[config.mk]
export PLATFORM = sky130hd
export DESIGN_NAME = pva_arbiter
export DESIGN_NICKNAME = d
export VERILOG_FILES = /design/src/rtl/pva_pkg.sv /design/src/rtl/pva_control.sv /design/src/rtl/pva_datapath.sv /design/src/rtl/pva_arbiter.sv
export SDC_FILE = /design/constraint.sdc
export NUM_CORES = 1
export LEC_CHECK = 0
export CAP_MARGIN = 30
export CORE_AREA = 2 2 229 231
export CTS_CLUSTER_SIZE = 28
export DETAILED_ROUTE_END_ITERATION = 7
export DIE_AREA = 0 0 231 233
export GPL_TIMING_DRIVEN = 0
export SYNTH_ARGS = -nofsm -noshare
export SYNTH_HDL_FRONTEND = slang
export SYNTH_SLANG_ARGS = --single-unit
[constraint.sdc]
create_clock -name clk -period 149 [get_ports clk]
set_clock_uncertainty 0.05 [all_clocks]
set_input_delay 14.9 -clock clk [delete_from_list [all_inputs] [get_ports clk]]
set_output_delay 14.9 -clock clk [all_outputs]
set_load 0.01 [all_outputs]
[src/rtl/pva_pkg.sv]
package pva_pkg;
  localparam int DEF_NUM_SRC = 64;
  localparam int DEF_PRIO_W  = 4;
  localparam int VEC_W       = 32;
  localparam logic [VEC_W-1:0] EMPTY_VEC = '1;

  typedef struct packed {
    logic normTake;
    logic fastTake;
  } ackStrobe_t;
endpackage

[src/rtl/pva_control.sv]
module pva_control
  import pva_pkg::*;
(
  input  logic       clk,
  input  logic       rstN,
  input  logic       normRdEn,
  input  logic       fastRdEn,
  output ackStrobe_t strobe
);
  logic normRdQ;
  logic fastRdQ;

  always_ff @(posedge clk) begin
    if (!rstN) begin
      normRdQ <= 1'b0;
      fastRdQ <= 1'b0;
    end else begin
      normRdQ <= normRdEn;
      fastRdQ <= fastRdEn;
    end
  end

  // Accept only the first cycle of a read, so a stalled bus clears once.
  always_comb begin
    strobe.normTake = normRdEn & ~normRdQ;
    strobe.fastTake = fastRdEn & ~fastRdQ;
  end

  AST_NORM_ONE_SHOT: assert property (@(posedge clk) disable iff (!rstN)
    strobe.normTake |=> !strobe.normTake);
  AST_FAST_ONE_SHOT: assert property (@(posedge clk) disable iff (!rstN)
    strobe.fastTake |=> !strobe.fastTake);
endmodule

[src/rtl/pva_datapath.sv]
module pva_datapath
  import pva_pkg::*;
#(
  parameter int NUM_SRC = DEF_NUM_SRC,
  parameter int PRIO_W  = DEF_PRIO_W,
  localparam int PER_WORD = VEC_W / PRIO_W,
  localparam int IDX_W    = $clog2(NUM_SRC),
  localparam int PRIO_BITS = NUM_SRC * PRIO_W
)(
  input  logic                 clk,
  input  logic                 rstN,
  input  logic [NUM_SRC-1:0]   pendingVec,
  input  logic [NUM_SRC-1:0]   enableVec,
  input  logic [NUM_SRC-1:0]   fastTypeVec,
  input  logic [PRIO_BITS-1:0] prioWords,
  input  ackStrobe_t           strobe,
  output logic [VEC_W-1:0]     normVector,
  output logic [VEC_W-1:0]     fastVector,
  output logic [NUM_SRC-1:0]   clrMask
);
  logic [PRIO_W-1:0]  srcPrio [NUM_SRC];
  logic [NUM_SRC-1:0] normActive;
  logic [NUM_SRC-1:0] fastActive;
  logic               normFound;
  logic [IDX_W-1:0]   normIdx;
  logic [PRIO_W-1:0]  normPrio;
  logic               fastFound;
  logic [IDX_W-1:0]   fastIdx;
  logic [NUM_SRC-1:0] normClr;
  logic [NUM_SRC-1:0] fastClr;

  // Priority unpacking: word g/PER_WORD, nibble g%PER_WORD.
  for (genvar g = 0; g < NUM_SRC; g++) begin : g_unpack
    assign srcPrio[g] = prioWords[(g / PER_WORD) * VEC_W + (g % PER_WORD) * PRIO_W +: PRIO_W];
  end

  assign normActive = pendingVec & enableVec & ~fastTypeVec;
  assign fastActive = pendingVec & enableVec &  fastTypeVec;

  // Ascending scan with >=: later (higher) indices win ties, priority 0 counts.
  always_comb begin
    normFound = 1'b0;
    normIdx   = '0;
    normPrio  = '0;
    for (int i = 0; i < NUM_SRC; i++) begin
      if (normActive[i] && (!normFound || srcPrio[i] >= normPrio)) begin
        normFound = 1'b1;
        normIdx   = IDX_W'(i);
        normPrio  = srcPrio[i];
      end
    end
  end

  // Descending scan: the last hit is the lowest index.
  always_comb begin
    fastFound = 1'b0;
    fastIdx   = '0;
    for (int i = NUM_SRC - 1; i >= 0; i--) begin
      if (fastActive[i]) begin
        fastFound = 1'b1;
        fastIdx   = IDX_W'(i);
      end
    end
  end

  assign normVector = normFound
    ? {{(VEC_W/2 - IDX_W){1'b0}}, normIdx, {(VEC_W/2 - PRIO_W){1'b0}}, normPrio}
    : EMPTY_VEC;
  assign fastVector = fastFound ? {{(VEC_W - IDX_W){1'b0}}, fastIdx} : EMPTY_VEC;

  always_comb begin
    normClr = '0;
    fastClr = '0;
    if (strobe.normTake && normFound) normClr[normIdx] = 1'b1;
    if (strobe.fastTake && fastFound) fastClr[fastIdx] = 1'b1;
  end

  always_ff @(posedge clk) begin
    if (!rstN) clrMask <= '0;
    else       clrMask <= normClr | fastClr;
  end

  AST_NORM_EMPTY_IDLE: assert property (@(posedge clk) disable iff (!rstN)
    (normVector == EMPTY_VEC) |-> (normActive == '0));
  AST_NORM_WINNER_ACTIVE: assert property (@(posedge clk) disable iff (!rstN)
    (normVector != EMPTY_VEC) |-> normActive[normVector[VEC_W/2 +: IDX_W]]);
  AST_FAST_WINNER_ACTIVE: assert property (@(posedge clk) disable iff (!rstN)
    (fastVector != EMPTY_VEC) |-> fastActive[fastVector[IDX_W-1:0]]);
  AST_CLR_NEEDS_TAKE: assert property (@(posedge clk) disable iff (!rstN)
    (clrMask != '0) |-> $past(strobe.normTake || strobe.fastTake));
  AST_CLR_AT_MOST_TWO: assert property (@(posedge clk) disable iff (!rstN)
    $countones(clrMask) <= 2);
endmodule

[src/rtl/pva_arbiter.sv]
module pva_arbiter
  import pva_pkg::*;
#(
  parameter int NUM_SRC = DEF_NUM_SRC,
  parameter int PRIO_W  = DEF_PRIO_W
)(
  input  logic                        clk,
  input  logic                        rstN,
  input  logic [NUM_SRC-1:0]          pendingVec,
  input  logic [NUM_SRC-1:0]          enableVec,
  input  logic [NUM_SRC-1:0]          fastTypeVec,
  input  logic [NUM_SRC*PRIO_W-1:0]   prioWords,
  input  logic                        normRdEn,
  input  logic                        fastRdEn,
  output logic [VEC_W-1:0]            normVector,
  output logic [VEC_W-1:0]            fastVector,
  output logic [NUM_SRC-1:0]          clrMask
);
  ackStrobe_t strobe;

  pva_control u_control (
    .clk      (clk),
    .rstN     (rstN),
    .normRdEn (normRdEn),
    .fastRdEn (fastRdEn),
    .strobe   (strobe)
  );

  pva_datapath #(.NUM_SRC(NUM_SRC), .PRIO_W(PRIO_W)) u_datapath (
    .clk         (clk),
    .rstN        (rstN),
    .pendingVec  (pendingVec),
    .enableVec   (enableVec),
    .fastTypeVec (fastTypeVec),
    .prioWords   (prioWords),
    .strobe      (strobe),
    .normVector  (normVector),
    .fastVector  (fastVector),
    .clrMask     (clrMask)
  );

  AST_RESET_NO_CLEAR: assert property (@(posedge clk)
    $past(!rstN) |-> (clrMask == '0));
endmodule

==> impl_metrics.csv, run 1 <==
group,metric,value,unit
status,status,"complete, no violations",
timing,period_needed,140.73,ns
finish,layout_commonest_cell,"clkdlybuf4s50_1",
yosys,synth_top_family_by_area,"compound AO/OA/AOI/OAI gates",
grt,grt_max_degree,27,
grt,grt_pass1_wl,123.9,mm
route,drtIter0Drc,1586,
cts,cts_made_buffers,9,
worst_setup_path,cp_max_fo,10,
yosys,synth_top_area_cell,"ha_1",
route,viasPerCell,5.760,
yosys,syn_area,17440,um^2
route,drc,0,
timing,fin_crit_sh,94.45,%
floorplan,num_io_pins,580,
cts,clkSinkCount,66,
finish,area_delta_synth_final,39.99,%
worst_setup_path,cpMostUsedCell,"ha_1",
timing,setup_tns,0,ns
worst_setup_path,arrival,125.78,ns
worst_setup_path,cp-start-kind,"primary input",
yosys,yosys.area_share.adder,14.48,%
timing,slew_headroom,42.07,%
place,globalplace.congestion,0.9816,
yosys,synthMuxAreaShare,3.429,%
worst_setup_path,end_kind,"primary output",
run,max-cap-violations,0,
timing,setup_viol,0,
worst_setup_path,crit_type,"primary input to primary output",
yosys,syn-instance-count,2521,
cts,cts_htree_levels,3,
route,finalWirelength,82.93,mm
yosys,ys_ff_latch,66,
worst_setup_path,cpPeakStageDelay,0.68,ns
floorplan,initial_core_util,34.14,%
floorplan,coreArea,51090,um^2
cts,clock_latency,0.35,ns
yosys,syn_area_per_cell,6.919,um^2
cts,path_clk_slew,0.06,ns
finish,layout.nets,3763,
floorplan,die-area,53820,um^2
yosys,ys_seq_area_share,7.575,%
route,post_drt_wl_per_cell,21.77,um
yosys,synth_edf_count,0,
yosys,synth.top_cell.area_share,14.13,%
grt,grt_usage,29.55,%
yosys,synth_simple_gate_area_share,30.77,%
cts,cts_setup_buffers,0,
yosys,ys_types,129,
cts,cts_buffer_depth,2,
yosys,synthArstFlopShare,0,%
min_path,hp-class,"register to register",
route,ant_nets,0,
finish,post-route-util,47.79,%
timing,slew_violations,0,
yosys,synth_ff_type,"dfxtp_1",
cts,cts-root-buf,"clkbuf_16",
yosys,synthTopCellsByArea,"ha_1, dfxtp_1, nand2_1",
timing,tightest_slew,0.8610,ns
timing,max_freq,7.106,MHz
grt,antenna_found_initial,13,
cts,cts_tree,"yes",
finish,final_cell_mix,"clkdlybuf4s50_1, nand2_1, nor2_1, ha_1, inv_1",
yosys,synth-xor-area-share,0,%
route,vias,21940,
floorplan,die_w,231,um
floorplan,die_height,233,um
place,dp_hpwl,73.38,mm
floorplan,fp-row-count,83,
timing,rsz0062_at_grt,"false",
worst_setup_path,critPathSlowestCell,"nor3_1",
place,port_buffers,579,
yosys,ys.warnings.count,0,
grt,gr-total-overflow,0,
worst_setup_path,crit_required,134.05,ns
route,firstDrtPassIters,6,
yosys,syn_nets,3170,
grt,grt_pass1_vias,21290,
yosys,synth_compound_area_share,36.76,%
timing,hold_viol,0,
finish,drive_gt1_share,8.528,%
final timing paths:
check | start | endpoint | slack, ns | cells past startpoint
worst max-delay path | enableVec[0] | normVector[21] | 8.27 | 503
worst min-delay path | u_control.normRdQ | u_datapath.clrMask[57] | 0.61 | 3
worst max register to register | u_control.normRdQ | u_datapath.clrMask[47] | 146.86 | 5
worst min register to register | u_control.normRdQ | u_datapath.clrMask[57] | 0.61 | 3
cell usage after synthesis (9+ instances only):
cell	instances
ha_1	197
and2_1	36
o211ai_1	32
a21boi_0	18
o2111ai_1	11
and3_1	49
buf_2	9
a21o_1	81
o221ai_1	10
dfxtp_1	66
o22ai_1	65
or2_2	42
a211o_1	16
nand3_1	104
buf_4	47
inv_1	181
and3b_1	12
o31a_1	10
a31o_2	13
o21bai_1	15
o211a_1	14
mux2i_1	23
nor2b_1	26
a211oi_1	28
nand2b_1	97
nand3b_1	26
or3_1	32
clkbuf_1	17
a21oi_1	162
nor3_1	49
o21ai_0	130
nor4_1	9
mux2_2	30
a31oi_1	38
o31ai_1	39
nand2_1	246
nand4_1	21
o21a_1	47
nor2_1	238
o21ai_1	17
cell type report:
cell class | instances | area, um^2
Clock buffer | 9 | 225.2
Sequential cell | 66 | 1321
Multi-Input combinational cell | 2190 | 14910
Antenna cell | 10 | 25.02
Clock inverter | 7 | 53.80
Buffer | 84 | 540.5
Fill cell | 5151 | 26680
Timing Repair Buffer | 582 | 5816
Inverter | 181 | 679.4
Tap cell | 680 | 850.8
metal layers:
layer  GRT usage [%]  part of all wire [%]  vias up
met5               0                 0.049        -
li1                -                     -    10630
met1           35.69                    41    10290
met4           11.94                   4.0        6
met2           53.03                    49      865
met3           3.333                   5.6      149
kinds of logic (layout without fill, tap and decap cells):
family,count (synthesis),in the layout
simple gates,1044,1044
compound gates,888,888
buf+inv,265,863
fa+ha+maj,203,203
flops,66,66
mux,55,55
other cells,0,10
flip-flops by register name, indices dropped and copies added, names as in the netlist:
register / flops
u_control.fastRdQ: 1
u_control.normRdQ: 1
u_datapath.clrMask: 64
worst max-delay path: cells and delay by family:
family	cells	cell delay (ns)
adder cells (fa/ha/maj)	69	18.45
AND/OR/NAND/NOR	161	27.80
AO/OA/AOI/OAI	226	51.29
multiplexers	16	6.03
buffers and inverters	31	7.08
stage by stage:
step	hold WS, ns	cells	setup WS, ns	instance area, um^2
global placement	0.6024	3780	9.696	24090
floorplan	0.5389	2521	27.57	17440
detailed placement	0.5895	3782	8.867	24100
finish	0.6056	3809	8.274	24420
CTS	0.6074	3798	8.422	24380
global route	0.6841	3808	0.06156	24420
repair_timing:
item,in CTS,in global routing
endpoints found under the setup margin,0,4
hold buffers,0,0
gates resized for setup,0,1
Power of run 1 is not shown: default switching activity piles up to over one toggle a cycle in this logic, so the estimate is an artifact.
==> inputs of run 2 (changes only) <==
ABC_CLOCK_PERIOD_IN_PS = 149000   (was default)
SLEW_MARGIN = 0   (was default)
==> results of run 2 <==
The final DEF is identical to that of run 1; final timing and power are the same.
Power of run 2 is left out for the same reason.
